--- src/rtl/cpl_pkg.sv ---
package cpl_pkg;

  localparam int LVL_W = 4;

  typedef logic [LVL_W-1:0] lvl_t;

  localparam lvl_t LVL_FULL = 4'b1111;
  localparam lvl_t LVL_LDR  = 4'b0011;
  localparam lvl_t LVL_NONE = 4'b0000;

  // rights bit positions
  localparam int BIT_SYS_WR = 3;
  localparam int BIT_SYS_RD = 2;
  localparam int BIT_LDR_WR = 1;
  localparam int BIT_LDR_RD = 0;

  typedef enum logic [1:0] {
    RG_SYS = 2'd0,
    RG_LDR = 2'd1,
    RG_APP = 2'd2
  } region_t;

  // lowest common rights of two levels
  function automatic lvl_t lvl_min(input lvl_t a, input lvl_t b);
    return a & b;
  endfunction

  // true when req carries a right that lim lacks
  function automatic logic lvl_over(input lvl_t req, input lvl_t lim);
    return |(req & ~lim);
  endfunction

  function automatic lvl_t region_ceiling(input region_t rg);
    case (rg)
      RG_SYS:  return LVL_FULL;
      RG_LDR:  return LVL_LDR;
      default: return LVL_NONE;
    endcase
  endfunction

  function automatic logic access_ok(input region_t rg, input logic wr, input lvl_t lvl);
    case (rg)
      RG_SYS:  return wr ? lvl[BIT_SYS_WR] : lvl[BIT_SYS_RD];
      RG_LDR:  return wr ? lvl[BIT_LDR_WR] : lvl[BIT_LDR_RD];
      default: return 1'b1;
    endcase
  endfunction

endpackage

--- src/rtl/cpl_region_decode.sv ---
module cpl_region_decode
  import cpl_pkg::*;
#(
  parameter int PAGE_W = 8
) (
  input  logic [PAGE_W-1:0] page,
  input  logic [PAGE_W-1:0] ldr_base,
  input  logic [PAGE_W-1:0] app_base,
  output region_t           region
);

  logic below_ldr;
  logic below_app;

  assign below_ldr = page < ldr_base;
  assign below_app = page < app_base;

  always_comb begin
    if (below_ldr)      region = RG_SYS;
    else if (below_app) region = RG_LDR;
    else                region = RG_APP;
  end

endmodule

--- src/rtl/cpl_fetch_limit.sv ---
module cpl_fetch_limit
  import cpl_pkg::*;
#(
  parameter int            IP_W     = 16,
  parameter int            PAGE_W   = 8,
  parameter logic [PAGE_W-1:0] ROM_PAGE = 8'h80
) (
  input  logic [IP_W-1:0]   ip,
  input  logic              from_ram,
  input  logic [PAGE_W-1:0] ldr_base,
  input  logic [PAGE_W-1:0] app_base,
  output lvl_t              ceiling
);

  localparam int OFF_W = IP_W - PAGE_W;

  logic [PAGE_W-1:0] page;
  logic              in_rom;
  region_t           rg;

  assign page   = ip[IP_W-1:OFF_W];
  assign in_rom = page >= ROM_PAGE;

  cpl_region_decode #(.PAGE_W(PAGE_W)) u_fetch_rg (
    .page     (page),
    .ldr_base (ldr_base),
    .app_base (app_base),
    .region   (rg)
  );

  always_comb begin
    if (from_ram)    ceiling = LVL_NONE;
    else if (in_rom) ceiling = LVL_FULL;
    else             ceiling = region_ceiling(rg);
  end

endmodule

--- src/rtl/cpl_access_gate.sv ---
module cpl_access_gate
  import cpl_pkg::*;
#(
  parameter int IP_W   = 16,
  parameter int PAGE_W = 8
) (
  input  logic              clk,
  input  logic              rst_n,
  input  logic              req,
  input  logic              wr,
  input  logic [IP_W-1:0]   addr,
  input  logic [PAGE_W-1:0] ldr_base,
  input  logic [PAGE_W-1:0] app_base,
  input  lvl_t              lvl,
  output logic              grant,
  output logic              deny
);

  localparam int OFF_W = IP_W - PAGE_W;

  region_t rg;
  logic    ok;

  cpl_region_decode #(.PAGE_W(PAGE_W)) u_acc_rg (
    .page     (addr[IP_W-1:OFF_W]),
    .ldr_base (ldr_base),
    .app_base (app_base),
    .region   (rg)
  );

  assign ok    = access_ok(rg, wr, lvl);
  assign grant = req && ok;
  assign deny  = req && !ok;

  AST_SYS_WR_NEEDS_BIT: assert property (@(posedge clk) disable iff (!rst_n)
    (grant && wr && rg == RG_SYS) |-> lvl[BIT_SYS_WR]);
  AST_LDR_RD_NEEDS_BIT: assert property (@(posedge clk) disable iff (!rst_n)
    (grant && !wr && rg == RG_LDR) |-> lvl[BIT_LDR_RD]);

endmodule

--- src/rtl/cpl_state.sv ---
module cpl_state
  import cpl_pkg::*;
#(
  parameter int                PAGE_W   = 8,
  parameter logic [PAGE_W-1:0] BASE_RST = 8'h80
) (
  input  logic              clk,
  input  logic              rst_n,
  input  lvl_t              ceiling,
  input  lvl_t              cur_lvl,
  input  logic              lvl_we,
  input  lvl_t              lvl_wdata,
  input  logic              arm_we,
  input  lvl_t              arm_wdata,
  input  logic              commit_we,
  input  lvl_t              commit_wdata,
  input  logic              base_we,
  input  logic              base_sel,
  input  logic [PAGE_W-1:0] base_wdata,
  input  logic              acc_deny,
  output lvl_t              lvl_q,
  output logic [PAGE_W-1:0] ldr_q,
  output logic [PAGE_W-1:0] app_q,
  output logic              fault_q,
  output logic              lvl_deny,
  output logic              base_deny
);

  lvl_t              arm_q;
  lvl_t              lvl_n, arm_n;
  logic [PAGE_W-1:0] ldr_n, app_n;

  // one strobe wins per cycle
  logic win_lvl, win_commit, win_arm, win_base;
  assign win_lvl    = lvl_we;
  assign win_commit = !lvl_we && commit_we;
  assign win_arm    = !lvl_we && !commit_we && arm_we;
  assign win_base   = !lvl_we && !commit_we && !arm_we && base_we;

  assign lvl_deny  = win_lvl  && lvl_over(lvl_wdata, ceiling);
  assign base_deny = win_base && !cur_lvl[BIT_SYS_WR];

  always_comb begin
    lvl_n = lvl_min(lvl_q, ceiling);
    arm_n = arm_q;
    ldr_n = ldr_q;
    app_n = app_q;
    if (win_lvl && !lvl_deny) begin
      lvl_n = lvl_wdata;
      arm_n = LVL_NONE;
    end else if (win_commit) begin
      lvl_n = lvl_min(lvl_min(commit_wdata, arm_q), ceiling);
    end else if (win_arm) begin
      arm_n = lvl_min(arm_wdata, ceiling);
    end else if (win_base && !base_deny) begin
      if (base_sel) app_n = base_wdata;
      else          ldr_n = base_wdata;
    end
  end

  always_ff @(posedge clk or negedge rst_n) begin
    if (!rst_n) begin
      lvl_q   <= LVL_FULL;
      arm_q   <= LVL_NONE;
      ldr_q   <= BASE_RST;
      app_q   <= BASE_RST;
      fault_q <= 1'b0;
    end else begin
      lvl_q   <= lvl_n;
      arm_q   <= arm_n;
      ldr_q   <= ldr_n;
      app_q   <= app_n;
      fault_q <= lvl_deny || base_deny || acc_deny;
    end
  end

  AST_STORED_UNDER_CEILING: assert property (@(posedge clk) disable iff (!rst_n)
    1'b1 |=> !lvl_over(lvl_q, $past(ceiling)));
  AST_ARM_CLAMPED: assert property (@(posedge clk) disable iff (!rst_n)
    win_arm |=> !lvl_over(arm_q, $past(ceiling)));
  AST_REFUSED_LVL_HOLDS: assert property (@(posedge clk) disable iff (!rst_n)
    lvl_deny |=> (lvl_q == $past(lvl_q & ceiling)) && $stable(arm_q));
  AST_REFUSED_BASE_HOLDS: assert property (@(posedge clk) disable iff (!rst_n)
    base_deny |=> $stable(ldr_q) && $stable(app_q));
  AST_FAULT_HAS_CAUSE: assert property (@(posedge clk) disable iff (!rst_n)
    fault_q |-> $past(lvl_deny || base_deny || acc_deny));
  AST_COMMIT_KEEPS_ARM: assert property (@(posedge clk) disable iff (!rst_n)
    win_commit |=> $stable(arm_q));

endmodule

--- src/rtl/code_priv_ctrl.sv ---
module code_priv_ctrl
  import cpl_pkg::*;
#(
  parameter int                IP_W     = 16,
  parameter int                PAGE_W   = 8,
  parameter logic [PAGE_W-1:0] BASE_RST = 8'h80,
  parameter logic [PAGE_W-1:0] ROM_PAGE = 8'h80
) (
  input  logic              clk,
  input  logic              rst_n,
  input  logic [IP_W-1:0]   fetch_ip,
  input  logic              fetch_ram,
  input  logic              lvl_we,
  input  logic [3:0]        lvl_wdata,
  input  logic              arm_we,
  input  logic [3:0]        arm_wdata,
  input  logic              commit_we,
  input  logic [3:0]        commit_wdata,
  input  logic              base_we,
  input  logic              base_sel,
  input  logic [PAGE_W-1:0] base_wdata,
  input  logic              acc_req,
  input  logic              acc_we,
  input  logic [IP_W-1:0]   acc_addr,
  output logic [3:0]        cur_lvl,
  output logic              acc_grant,
  output logic              priv_fault
);

  lvl_t              ceiling;
  lvl_t              lvl_q;
  logic [PAGE_W-1:0] ldr_q, app_q;
  logic              acc_deny, lvl_deny, base_deny;

  cpl_fetch_limit #(
    .IP_W(IP_W), .PAGE_W(PAGE_W), .ROM_PAGE(ROM_PAGE)
  ) u_limit (
    .ip       (fetch_ip),
    .from_ram (fetch_ram),
    .ldr_base (ldr_q),
    .app_base (app_q),
    .ceiling  (ceiling)
  );

  assign cur_lvl = lvl_min(lvl_q, ceiling);

  cpl_access_gate #(.IP_W(IP_W), .PAGE_W(PAGE_W)) u_gate (
    .clk      (clk),
    .rst_n    (rst_n),
    .req      (acc_req),
    .wr       (acc_we),
    .addr     (acc_addr),
    .ldr_base (ldr_q),
    .app_base (app_q),
    .lvl      (cur_lvl),
    .grant    (acc_grant),
    .deny     (acc_deny)
  );

  cpl_state #(.PAGE_W(PAGE_W), .BASE_RST(BASE_RST)) u_state (
    .clk          (clk),
    .rst_n        (rst_n),
    .ceiling      (ceiling),
    .cur_lvl      (cur_lvl),
    .lvl_we       (lvl_we),
    .lvl_wdata    (lvl_wdata),
    .arm_we       (arm_we),
    .arm_wdata    (arm_wdata),
    .commit_we    (commit_we),
    .commit_wdata (commit_wdata),
    .base_we      (base_we),
    .base_sel     (base_sel),
    .base_wdata   (base_wdata),
    .acc_deny     (acc_deny),
    .lvl_q        (lvl_q),
    .ldr_q        (ldr_q),
    .app_q        (app_q),
    .fault_q      (priv_fault),
    .lvl_deny     (lvl_deny),
    .base_deny    (base_deny)
  );

  AST_RAM_FETCH_NO_RIGHTS: assert property (@(posedge clk) disable iff (!rst_n)
    fetch_ram |-> cur_lvl == LVL_NONE);
  AST_NO_GRANT_WITHOUT_REQ: assert property (@(posedge clk) disable iff (!rst_n)
    !acc_req |-> !acc_grant);

endmodule

--- config.mk ---
export PLATFORM = sky130hd
export DESIGN_NAME = code_priv_ctrl
export DESIGN_NICKNAME = d
export VERILOG_FILES = /design/src/rtl/cpl_pkg.sv /design/src/rtl/cpl_region_decode.sv /design/src/rtl/cpl_fetch_limit.sv /design/src/rtl/cpl_access_gate.sv /design/src/rtl/cpl_state.sv /design/src/rtl/code_priv_ctrl.sv
export SDC_FILE = /design/constraint.sdc
export NUM_CORES = 1
export LEC_CHECK = 0
export BUFFER_PORTS_ARGS = -buffer_cell sky130_fd_sc_hd__buf_4
export CAP_MARGIN = 15
export CORE_ASPECT_RATIO = 0.8
export CORE_UTILIZATION = 54
export DETAILED_ROUTE_END_ITERATION = 8
export GPL_TIMING_DRIVEN = 0
export PLACE_DENSITY_LB_ADDON = 0.05
export SYNTH_ARGS = -nofsm -noshare
export SYNTH_HDL_FRONTEND = slang
export SYNTH_HIERARCHICAL = 1
export SYNTH_SLANG_ARGS = --single-unit
--- constraint.sdc ---
create_clock -name clk -period 8.5 [get_ports clk]
set_clock_uncertainty 0.1 [all_clocks]
set_input_delay 2.55 -clock clk [delete_from_list [all_inputs] [get_ports clk]]
set_output_delay 2.55 -clock clk [all_outputs]
set_load 0.02 [all_outputs]
==> results of run 1 <==
==> worst paths after layout <==
check | startpoint | to | slack [ns] | cells past startpoint
min | u_state/arm_q[2]$_DFFE_PN0P_ | u_state/arm_q[2]$_DFFE_PN0P_ | 0.44 | 2
max reg2reg | u_state/ldr_q[7]$_DFFE_PN1P_ | u_state/fault_q$_DFF_PN0_ | 5.24 | 14
max in group asynchronous | rst_n | u_state/lvl_q[3]$_DFF_PN1_ | 5.94 | 1
min in group asynchronous | rst_n | u_state/app_q[4]$_DFFE_PN0P_ | 2.06 | 1
min reg2reg | u_state/arm_q[2]$_DFFE_PN0P_ | u_state/arm_q[2]$_DFFE_PN0P_ | 0.44 | 2
max | fetch_ip[9] | acc_grant | 0.77 | 13
==> logic make-up (layout without fill, tap and decap cells) <==
group                    Yosys count  count (layout)  share of synthesized area, %
multiplexers                      22              22                          12.5
buffers and inverters             33              88                          6.69
adder cells (fa/ha/maj)           28              28                          17.8
flip-flops                        25              25                          32.2
AND/OR/NAND/NOR                   64              64                          18.2
AO/OA/AOI/OAI                     36              36                          12.6
==> stage by stage <==
step	worst slack [ns]	utilization (%)	area (um^2)
floorplan	1.02	-	1960
global route	0.569	71.0	2450
finish	0.772	71.0	2450
CTS	0.752	71.0	2450
global placement	0.764	69.6	2400
detailed placement	0.769	69.6	2400
==> cell usage in the layout (no fill, tap or decap) <==
cell	instances
a2111o_1	4
a2111oi_4	1
a21boi_0	3
a21oi_1	14
a21oi_2	1
a22oi_1	1
a31oi_1	4
and2_1	7
buf_4	53
clkbuf_8	3
clkinvlp_4	1
dfrtp_1	19
dfstp_2	6
ha_1	28
inv_1	31
mux2_2	20
mux2i_1	2
nand2_1	17
nand2_2	1
nand2b_1	9
nand3_1	4
nand3_2	1
nand3b_2	1
nand4_1	4
nor2_1	9
nor2b_1	8
nor4b_4	1
o21ai_0	8
or2_1	1
or3_1	1
==> sequential cells by signal (all words and copies together) (netlist names) <==
register / flops
u_state/lvl_q: 4
u_state/ldr_q: 8
u_state/fault_q: 1
u_state/arm_q: 4
u_state/app_q: 8
==> layer usage <==
layer  vias up  track usage [%]  wire length (um)
met4         0             6.12                41
met2        36             34.1              1650
met5         -                0                 0
met1       757             34.1              2140
li1        829                -                 -
met3         4             5.62               188
==> power by group through the flow <==
stage	Sequential, mW	Clock (mW)	Combinational (mW)
detailed placement	0.131	0	0.0695
global route	0.130	0.0805	0.0788
floorplan	0.131	0	0.0364
CTS	0.129	0.0752	0.0698
finish	0.129	0.0720	0.0691
global placement	0.131	0	0.0683
==> worst reg2reg max path, cell delays in order, from the launching register on <==
cell and delay [ns]:
dfstp_2 0.55, inv_1 0.04, ha_1 0.30, a21oi_1 0.15, o21ai_0 0.10, a31oi_1 0.19, nor2_1 0.08, or2_1 0.22
a21oi_2 0.25, buf_4 0.18, and2_1 0.23, mux2i_1 0.11, a22oi_1 0.21, nor2b_1 0.07, or3_1 0.37
==> area by class of cell <==
cell class | count | area, um^2 | area share, %
buffer | 2 | 15.0 | 0.613
tap | 42 | 52.6 | 2.15
clock inverter | 1 | 7.51 | 0.307
multi-input combinational | 150 | 1200 | 49.0
timing repair buffer | 51 | 383 | 15.6
sequential | 25 | 633 | 25.9
clock buffer | 3 | 41.3 | 1.69
inverter | 31 | 116 | 4.75
==> metrics.log, run 1 <==
INFO  metric result_of_the_run = complete, no violations
INFO  metric synth_seq_cells = 25
INFO  metric internal-power = just under 0.2 mW
INFO  metric power_leakage = roughly 1.1 nW
INFO  metric nets = ~350
INFO  metric yosysSeqAreaShare = about a third
INFO  metric worst_skew_pair.late_latency = about 0.27 ns
INFO  metric cts-hold-fix-buffers = 0
INFO  metric post_synth_inst_count = between 200 and 250
INFO  metric share_clk_of_total_power = around a quarter
INFO  metric tritoncts = built
INFO  metric asyncSetResetFlopFracSynth = between 90% and 100%
INFO  metric grt_first_pass_wirelength = about 7000 um
INFO  metric wl = approximately 4000 um
INFO  metric post_synth_main_area_contributors = dfrtp_1, ha_1, mux2_2
INFO  metric power.density = between 100 and 150 nW/um^2
INFO  metric path_cells = buf_4 > ha_1 > a2111o_1 > a31oi_1 > nor2_1 > or2_1 > a21oi_2 > buf_4 > and2_1 > mux2i_1 > a22oi_1 > and2_1 > buf_4
INFO  metric numClockSinks = 25
INFO  metric dpl.hpwl = roughly 3400 um
INFO  metric critical-path-slowest-cell = a2111o_1
INFO  metric cts_max_path_buffers = 2
INFO  metric cts-buffers-inserted = 3
INFO  metric h-tree-depth = 1
INFO  metric worstSetupStartpointType = primary input
INFO  metric cts_root_buffer_type = clkbuf_8
INFO  metric power_frac_seq = 47.7%
INFO  metric pin_count = 68
INFO  metric rows = 19
INFO  metric maxClockFrequency = 129 MHz
INFO  metric period_needed = 7.73 ns
INFO  metric ctsResizeCount = 0
INFO  metric synth.yosys.warnings = 6
INFO  metric setup_viol = 0
INFO  metric worst_slew_pin_slew = about 0.40 ns
INFO  metric switching_share = approximately 28%
INFO  metric final_layout_size_suffix_gt1_share = 33.8%
INFO  metric slew_violations = 0
INFO  metric grt_start_max_net_pins = 26
INFO  metric detail_route.first_pass.iterations = 4
INFO  metric n_antenna_cell = 0
INFO  metric synth_area_leader_cell = dfrtp_1
INFO  metric initialDrtViolationCount = 47
INFO  metric core_area = 3450 um^2
INFO  metric synth-edff-count = 0
INFO  metric postSynthAreaPerCell = roughly 9.4 um^2
INFO  metric p_comb_share = between 20% and 30%
INFO  metric design.die.area = just under 4000 um^2
INFO  metric count_leader_synth = inv_1
INFO  metric timing.max_cap.violations = 0
INFO  metric cp.arrival = about 5.1 ns
INFO  metric num_vias = 1626
INFO  metric yosys.area.top_type_share = about a quarter
INFO  metric drc = 0
INFO  metric final.period_utilization = roughly nine tenths
INFO  metric timing.slew.headroom = between 70% and 80%
INFO  metric worstSetupEndpointType = output port
INFO  metric antenna_left = 0
INFO  metric post-cts-setup-buffer-count = 0
INFO  metric worst_hold_slack = about 0.44 ns
INFO  metric gp_routability_congestion = between 0.8 and 0.9
INFO  metric finish.cell_count_without_fillers = between 300 and 400
INFO  metric antenna_violations_before_repair = 0
INFO  metric critical-path-max-stage-delay = 0.37 ns
INFO  metric area.growth.synth_to_final = 24.7%
INFO  metric final_layout_setup_total_negative_slack = 0 ns
INFO  metric placedCellCount = ~300
INFO  metric synth_nets = just under 300
INFO  metric global_route_usage_over_all_layers = between 20% and 30%
INFO  metric p_switching = between 0.07 and 0.08 mW
INFO  metric globalRouteOverflowTotal = 0
INFO  metric crit_required = between 5 and 6 ns
INFO  metric power.total = ~0.27 mW
INFO  metric setup_repair_after_global_routing_missed_its_margin = false
INFO  metric detail_route.wl_per_cell = between 10 and 15 um
INFO  metric vdd_drop_max = 0.101 mV
INFO  metric initial_core_util = a little under three fifths
INFO  metric ys_top_cells_by_count = inv_1, ha_1, mux2_2
INFO  metric floorplan.die.height = around 56 um
INFO  metric criticalPathCategory = primary input to output port
INFO  metric cell_mode_on_critical_path = buf_4
INFO  metric final_hold_viol_count = 0
INFO  metric buffer_ports.inserted = about 50
INFO  metric buffers_plus_inverters_on_the_worst_setup_path = 3
INFO  metric fillers = roughly 280
INFO  metric count_of_cell_types_in_the_netlist = 28
INFO  metric via_count_of_the_first_global_routing_pass = between 1500 and 2000
INFO  metric path_max_fanout = 5
INFO  metric mappedNetlistArea = 1960 um^2
INFO  metric avgViaCountPerCell = 5.33
INFO  metric ys.flop_type = dfrtp_1
INFO  metric worstHoldPathType = flip-flop to flip-flop
INFO  metric die_width = 69.4 um
INFO  metric largest_delay_share_family_worst_path = compound AO/OA/AOI/OAI gates
INFO  metric worst_setup_hold_path_clk_slew = ~0.090 ns
No activity file was read; power rests on OpenSTA's default activity.
==> run 2: changes to the inputs <==
- CTS_BUF_LIST: unset -> sky130_fd_sc_hd__clkbuf_16
- GPL_ROUTABILITY_DRIVEN: unset -> 0
==> run 2 against run 1 <==
Routed wire length grew 0.67%. Worst setup slack worse by 0.029 ns. Sequential power is essentially flat. Total power up 12%. Cell area grew 1.4%. Register-to-register slack about the same. Flip-flop and latch count did not move. Utilization up 0.98 points. Largest power group unchanged. Highest routed layer unchanged.
==> metrics.log, run 2 (synthesis gave the netlist of run 1 again) <==
INFO  metric p_switching = slightly below 0.08 mW
INFO  metric wl_met3 = between 200 and 250 um
INFO  metric wl_on_met1 = ~2100 um
INFO  metric global_route_usage_over_all_layers = between 20% and 30%
INFO  metric crit_required = around 6 ns
INFO  metric start_point_of_the_worst_min_delay_path = u_state/ldr_q[0]$_DFFE_PN0P_
INFO  metric layout_top_registers = u_state/app_q: 8 flops, u_state/ldr_q: 8 flops
INFO  metric setup_viol = 0
INFO  metric dpl.hpwl = about 3400 um
INFO  metric final_layout_size_suffix_gt1_share = 33.8%
INFO  metric worst_r2r_startpoint = u_state/ldr_q[7]$_DFFE_PN1P_
INFO  metric worstHoldPathType = flip-flop to flip-flop
INFO  metric worst_skew_pair.late_latency = ~0.26 ns
INFO  metric core_area = between 3000 and 4000 um^2
INFO  metric buffer_ports.inserted = roughly 50
INFO  metric initialDrtViolationCount = 53
INFO  metric area.growth.synth_to_final = 26.4%
INFO  metric timing.max_cap.violations = 0
INFO  metric maxUsedRoutingLayer = met4
INFO  metric worstSetupEndpointType = output port
INFO  metric most_common_cell_after_layout_fill_and_taps_aside = buf_4
INFO  metric post-cts-setup-buffer-count = 0
INFO  metric design.die.area = 3880 um^2
INFO  metric worst_setup_hold_path_clk_slew = 0.06 ns
INFO  metric final_hold_viol_count = 0
INFO  metric period_needed = about 7.8 ns
INFO  metric p_comb_share = 22.9%
INFO  metric placedCellCount = approximately 300
INFO  metric floorplan.die.height = 55.9 um
INFO  metric power_leakage = roughly 1.1 nW
INFO  metric h-tree-depth = 1
INFO  metric worst_reg2reg_path_length_in_cells = 14
INFO  metric grt_first_pass_wirelength = 6920 um
INFO  metric antenna_left = 0
INFO  metric switching_share = 25.6%
INFO  metric criticalPathCategory = primary input to output port
INFO  metric place_ws = 0.769 ns
INFO  metric grt_start_max_net_pins = 26
INFO  metric pin_count = just under 70
INFO  metric numClockSinks = 25
INFO  metric antenna_violations_before_repair = 0
INFO  metric via_count_of_the_first_global_routing_pass = around 1500
INFO  metric final.period_utilization = between 90% and 100%
INFO  metric worst_hold_end = u_state/ldr_q[0]$_DFFE_PN0P_
INFO  metric worst_hold_slack = between 0.4 and 0.5 ns
INFO  metric ctsResizeCount = 0
INFO  metric nets = 354
INFO  metric worstSetupStartpointType = primary input
INFO  metric n_antenna_cell = 0
INFO  metric final_layout_setup_total_negative_slack = 0 ns
INFO  metric die_width = between 60 and 70 um
INFO  metric rrSetupSlack = roughly 5.2 ns
INFO  metric detail_route.wl_per_cell = around 13 um
INFO  metric maxClockFrequency = ~130 MHz
INFO  metric cp.arrival = 5.11 ns
INFO  metric tritoncts = built
INFO  metric result_of_the_run = complete, no violations
INFO  metric internal-power = about 0.23 mW
INFO  metric drc = 0
INFO  metric slew_violations = 0
INFO  metric cts_max_path_buffers = 2
INFO  metric share_clk_of_total_power = 34.5%
INFO  metric worst_slew_pin_slew = between 0.3 and 0.4 ns
INFO  metric avgViaCountPerCell = about 5.3
INFO  metric initial_core_util = 57.0%
INFO  metric route.met2.wl = between 1500 and 2000 um
INFO  metric power.density = 122 nW/um^2
INFO  metric path_max_fanout = 5
INFO  metric power_frac_seq = 42.6%
INFO  metric mostFrequentLayoutCells = buf_4, inv_1, ha_1
INFO  metric fillers = roughly 280
INFO  metric crit-reg2reg-capture = u_state/fault_q$_DFF_PN0_
INFO  metric finish.cell_count_without_fillers = 305
INFO  metric detail_route.first_pass.iterations = 4
INFO  metric setup_repair_after_global_routing_missed_its_margin = false
INFO  metric vdd_drop_max = roughly 0.12 mV
INFO  metric cts-hold-fix-buffers = 0
INFO  metric setup_ws = about 0.74 ns
INFO  metric globalRouteOverflowTotal = 0
INFO  metric cts-buffers-inserted = 3
INFO  metric num_vias = between 1500 and 2000
INFO  metric worst_hold_path.num_cells = 1
INFO  metric rows = 19
INFO  metric cts_root_buffer_type = clkbuf_16
INFO  metric timing.slew.headroom = between 70% and 80%
INFO  metric wl = around 4000 um
[run 2: changes by cell type in the layout (fill, tap and decap cells not counted)]
| cell | change |
|---|---|
| clkbuf_8 | -3 |
| clkbuf_16 | +3 |
[run 2: metrics by stage]
step,power [mW],cell area (um^2),utilization (%)
CTS,0.307,2480,72.0
global route,0.322,2480,72.0
finish,0.303,2480,72.0
detailed placement,0.201,2400,69.6
global placement,0.199,2400,69.6
floorplan,0.167,1960,-
[run 2: area by class of cell]
type	count	area, um^2	area share, %
Multi-Input combinational cell	150	1200	48.3
Sequential cell	25	633	25.5
Timing Repair Buffer	51	383	15.4
Inverter	31	116	4.69
Clock buffer	3	75.1	3.03
Tap cell	42	52.6	2.12
Buffer	2	15.0	0.605
Clock inverter	1	7.51	0.303
[run 2: critical path, cell delays in order]
cell and delay (ns):
buf_4 0.12, ha_1 0.27, a2111o_1 0.37, a31oi_1 0.21, nor2_1 0.08, or2_1 0.22, a21oi_2 0.25, buf_4 0.18
and2_1 0.24, mux2i_1 0.11, a22oi_1 0.23, and2_1 0.16, buf_4 0.13
[run 2: per-layer routing]
| metal | track usage (%) | up-vias |
|---|---|---|
| met3 | 5.07 | 2 |
| li1 | - | 830 |
| met4 | 2.62 | 0 |
| met5 | 0 | - |
| met1 | 34.2 | 736 |
| met2 | 34.4 | 39 |
[run 2: how the worst max path moves through the flow]
stage	cells past startpoint	endpoint	start
6_report	13	acc_grant	fetch_ip[9]
3_5_place_dp	13	acc_grant	fetch_ip[9]
2_1_floorplan	11	acc_grant	fetch_ip[9]
4_1_cts	13	acc_grant	fetch_ip[9]
3_3_place_gp	13	acc_grant	fetch_ip[9]
5_1_grt	13	acc_grant	fetch_ip[9]
[run 2: power by group through the flow]
stage                     Combinational, mW  Clock [mW]  Sequential, mW
after floorplan                      0.0364           0           0.131
after global placement               0.0683           0           0.131
after detailed placement             0.0695           0           0.131
after CTS                            0.0699       0.108           0.129
after global routing                 0.0789       0.113           0.130
final                                0.0694       0.105           0.129
==> run 3: changes to the inputs <==
- CORE_MARGIN: unset -> 1.5
==> run 3 against run 2 <==
Flip-flop and latch count is the same. Total power down 0.40%. Clock power is essentially flat. Cell count stayed put. Critical path depth did not move. Worst setup slack got worse by 0.0029 ns. Via count is 0.31% lower. Utilization is 0.073 points lower. Global-route usage fell by 0.78 points. Die area is 3.3% higher. Routed wire length up 1.5%. Critical path type unchanged.
==> metrics.log, run 3 (synthesis gave the netlist of run 1 again) <==
INFO  metric result_of_the_run = complete, no violations
INFO  metric dpl.hpwl = 3410 um
INFO  metric multi_input_area = roughly 1200 um^2
INFO  metric timing.slew.headroom = 76.5%
INFO  metric n_antenna_cell = 0
INFO  metric final_hold_viol_count = 0
INFO  metric globalRouteOverflowTotal = 0
INFO  metric initialDrtViolationCount = between 80 and 90
INFO  metric criticalPathCategory = primary input to output port
INFO  metric wl_on_met1 = 2230 um
INFO  metric buffer_ports.inserted = 51
INFO  metric mostFrequentLayoutCells = buf_4, inv_1, ha_1
INFO  metric place_ws = about 0.76 ns
INFO  metric global_route_usage_over_all_layers = 22.0%
INFO  metric nets = ~350
INFO  metric detail_route.wl_per_cell = between 10 and 15 um
INFO  metric rows = 19
INFO  metric largest_delay_share_family_worst_path = compound AO/OA/AOI/OAI gates
INFO  metric design.die.area = around 4000 um^2
INFO  metric cts-hold-fix-buffers = 0
INFO  metric setup_ws = between 0.7 and 0.8 ns
INFO  metric critical-path-max-stage-delay = 0.37 ns
INFO  metric rrSetupSlack = roughly 5.2 ns
INFO  metric worstSetupStartpointType = primary input
INFO  metric detail_route.first_pass.iterations = 4
INFO  metric antenna_violations_before_repair = 0
INFO  metric tritoncts = built
INFO  metric setup_viol = 0
INFO  metric die_width = 70.4 um
INFO  metric antenna_left = 0
INFO  metric most_common_cell_after_layout_fill_and_taps_aside = buf_4
INFO  metric via_count_of_the_first_global_routing_pass = 1461
INFO  metric finish.cell_count_without_fillers = about 310
INFO  metric avgViaCountPerCell = approximately 5.3
INFO  metric maxUsedRoutingLayer = met4
INFO  metric layout_top_registers = u_state/app_q: 8 flops, u_state/ldr_q: 8 flops
INFO  metric timing.max_cap.violations = 0
INFO  metric placedCellCount = 301
INFO  metric buffers_plus_inverters_on_the_worst_setup_path = 3
INFO  metric area.growth.synth_to_final = 26.3%
INFO  metric pin_count = between 60 and 70
INFO  metric worst_setup_hold_path_clk_slew = approximately 0.060 ns
INFO  metric cts-buffers-inserted = 3
INFO  metric cell_mode_on_critical_path = buf_4
INFO  metric num_vias = ~1600
INFO  metric grt_start_max_net_pins = 26
INFO  metric cts_root_buffer_type = clkbuf_16
INFO  metric route.met2.wl = 1620 um
INFO  metric path_cells = buf_4 > ha_1 > a2111o_1 > a31oi_1 > nor2_1 > or2_1 > a21oi_2 > buf_4 > and2_1 > mux2i_1 > a22oi_1 > and2_1 > buf_4
INFO  metric power.total = between 0.3 and 0.4 mW
INFO  metric power.density = 122 nW/um^2
INFO  metric setup_repair_after_global_routing_missed_its_margin = false
INFO  metric period_needed = between 7 and 8 ns
INFO  metric crit_required = between 5 and 6 ns
INFO  metric worst_skew_pair.late_latency = about 0.25 ns
INFO  metric grt_first_pass_wirelength = 6820 um
INFO  metric post-route-util = about 72%
INFO  metric fillers = 278
INFO  metric final_layout_size_suffix_gt1_share = 33.8%
INFO  metric path_max_fanout = 5
INFO  metric cts_max_path_buffers = 2
INFO  metric worstHoldPathType = flip-flop to flip-flop
INFO  metric worstSetupEndpointType = output port
INFO  metric critical-path-slowest-cell = a2111o_1
INFO  metric h-tree-depth = 1
INFO  metric start_point_of_the_worst_min_delay_path = u_state/ldr_q[0]$_DFFE_PN0P_
INFO  metric seq_area = roughly 630 um^2
INFO  metric power_leakage = 1.14 nW
INFO  metric worst_slew_pin_slew = 0.353 ns
INFO  metric post-cts-setup-buffer-count = 0
INFO  metric cp.arrival = 5.11 ns
INFO  metric wl_met3 = around 230 um
INFO  metric slew_violations = 0
INFO  metric worst_r2r_startpoint = u_state/ldr_q[7]$_DFFE_PN1P_
INFO  metric vdd_drop_max = roughly 0.14 mV
INFO  metric wl = between 4000 and 5000 um
INFO  metric floorplan.die.height = around 57 um
INFO  metric numClockSinks = 25
INFO  metric ctsResizeCount = 0
INFO  metric final.period_utilization = between 90% and 100%
INFO  metric final_layout_setup_total_negative_slack = 0 ns
INFO  metric drc = 0
INFO  metric maxClockFrequency = 129 MHz
INFO  metric cp-startpoint = fetch_ip[9]
INFO  metric core_area = between 3000 and 4000 um^2
INFO  metric initial_core_util = 57.0%
==> run 3: cell types whose count changed in the layout (fill, tap and decap cells not counted) <==
cell,change
clkinv_2,+1
clkinvlp_4,-1
==> run 3: path summary, 6_finish.rpt <==
| check | end | cells past startpoint |
|---|---|---|
| setup / recovery | acc_grant | 13 |
| hold / removal | u_state/ldr_q[0]$_DFFE_PN0P_ | 1 |
| setup reg to reg | u_state/fault_q$_DFF_PN0_ | 14 |
| hold reg to reg | u_state/ldr_q[0]$_DFFE_PN0P_ | 1 |
| max in group asynchronous | u_state/lvl_q[0]$_DFF_PN1_ | 1 |
| min in group asynchronous | u_state/app_q[4]$_DFFE_PN0P_ | 1 |
==> run 3: final cells by class <==
| cell class | count | area share [%] |
|---|---|---|
| Tap cell | 42 | 2.12 |
| Sequential cell | 25 | 25.5 |
| Clock buffer | 3 | 3.03 |
| Multi-Input combinational cell | 150 | 48.4 |
| Buffer | 2 | 0.606 |
| Timing Repair Buffer | 51 | 15.4 |
| Clock inverter | 1 | 0.202 |
| Inverter | 31 | 4.69 |
==> run 3: metrics by stage <==
stage	instance area (um^2)	hold WS (ns)
CTS	2480	0.437
global placement	2400	0.419
floorplan	1960	0.397
detailed placement	2400	0.423
finish	2480	0.435
global route	2480	0.453
==> run 3: per-layer routing <==
metal,track usage (%),up-vias
li1,-,830
met1,34.9,731
met2,31.9,39
met3,4.24,2
met4,2.47,0
met5,0,-
==> run 3: where the power goes <==
| part | total, mW | internal, mW | switching [mW] |
|---|---|---|---|
| Clock | 0.103 | 0.0633 | 0.0400 |
| Combinational | 0.0694 | 0.0360 | 0.0334 |
| Sequential | 0.129 | 0.126 | 0.00343 |
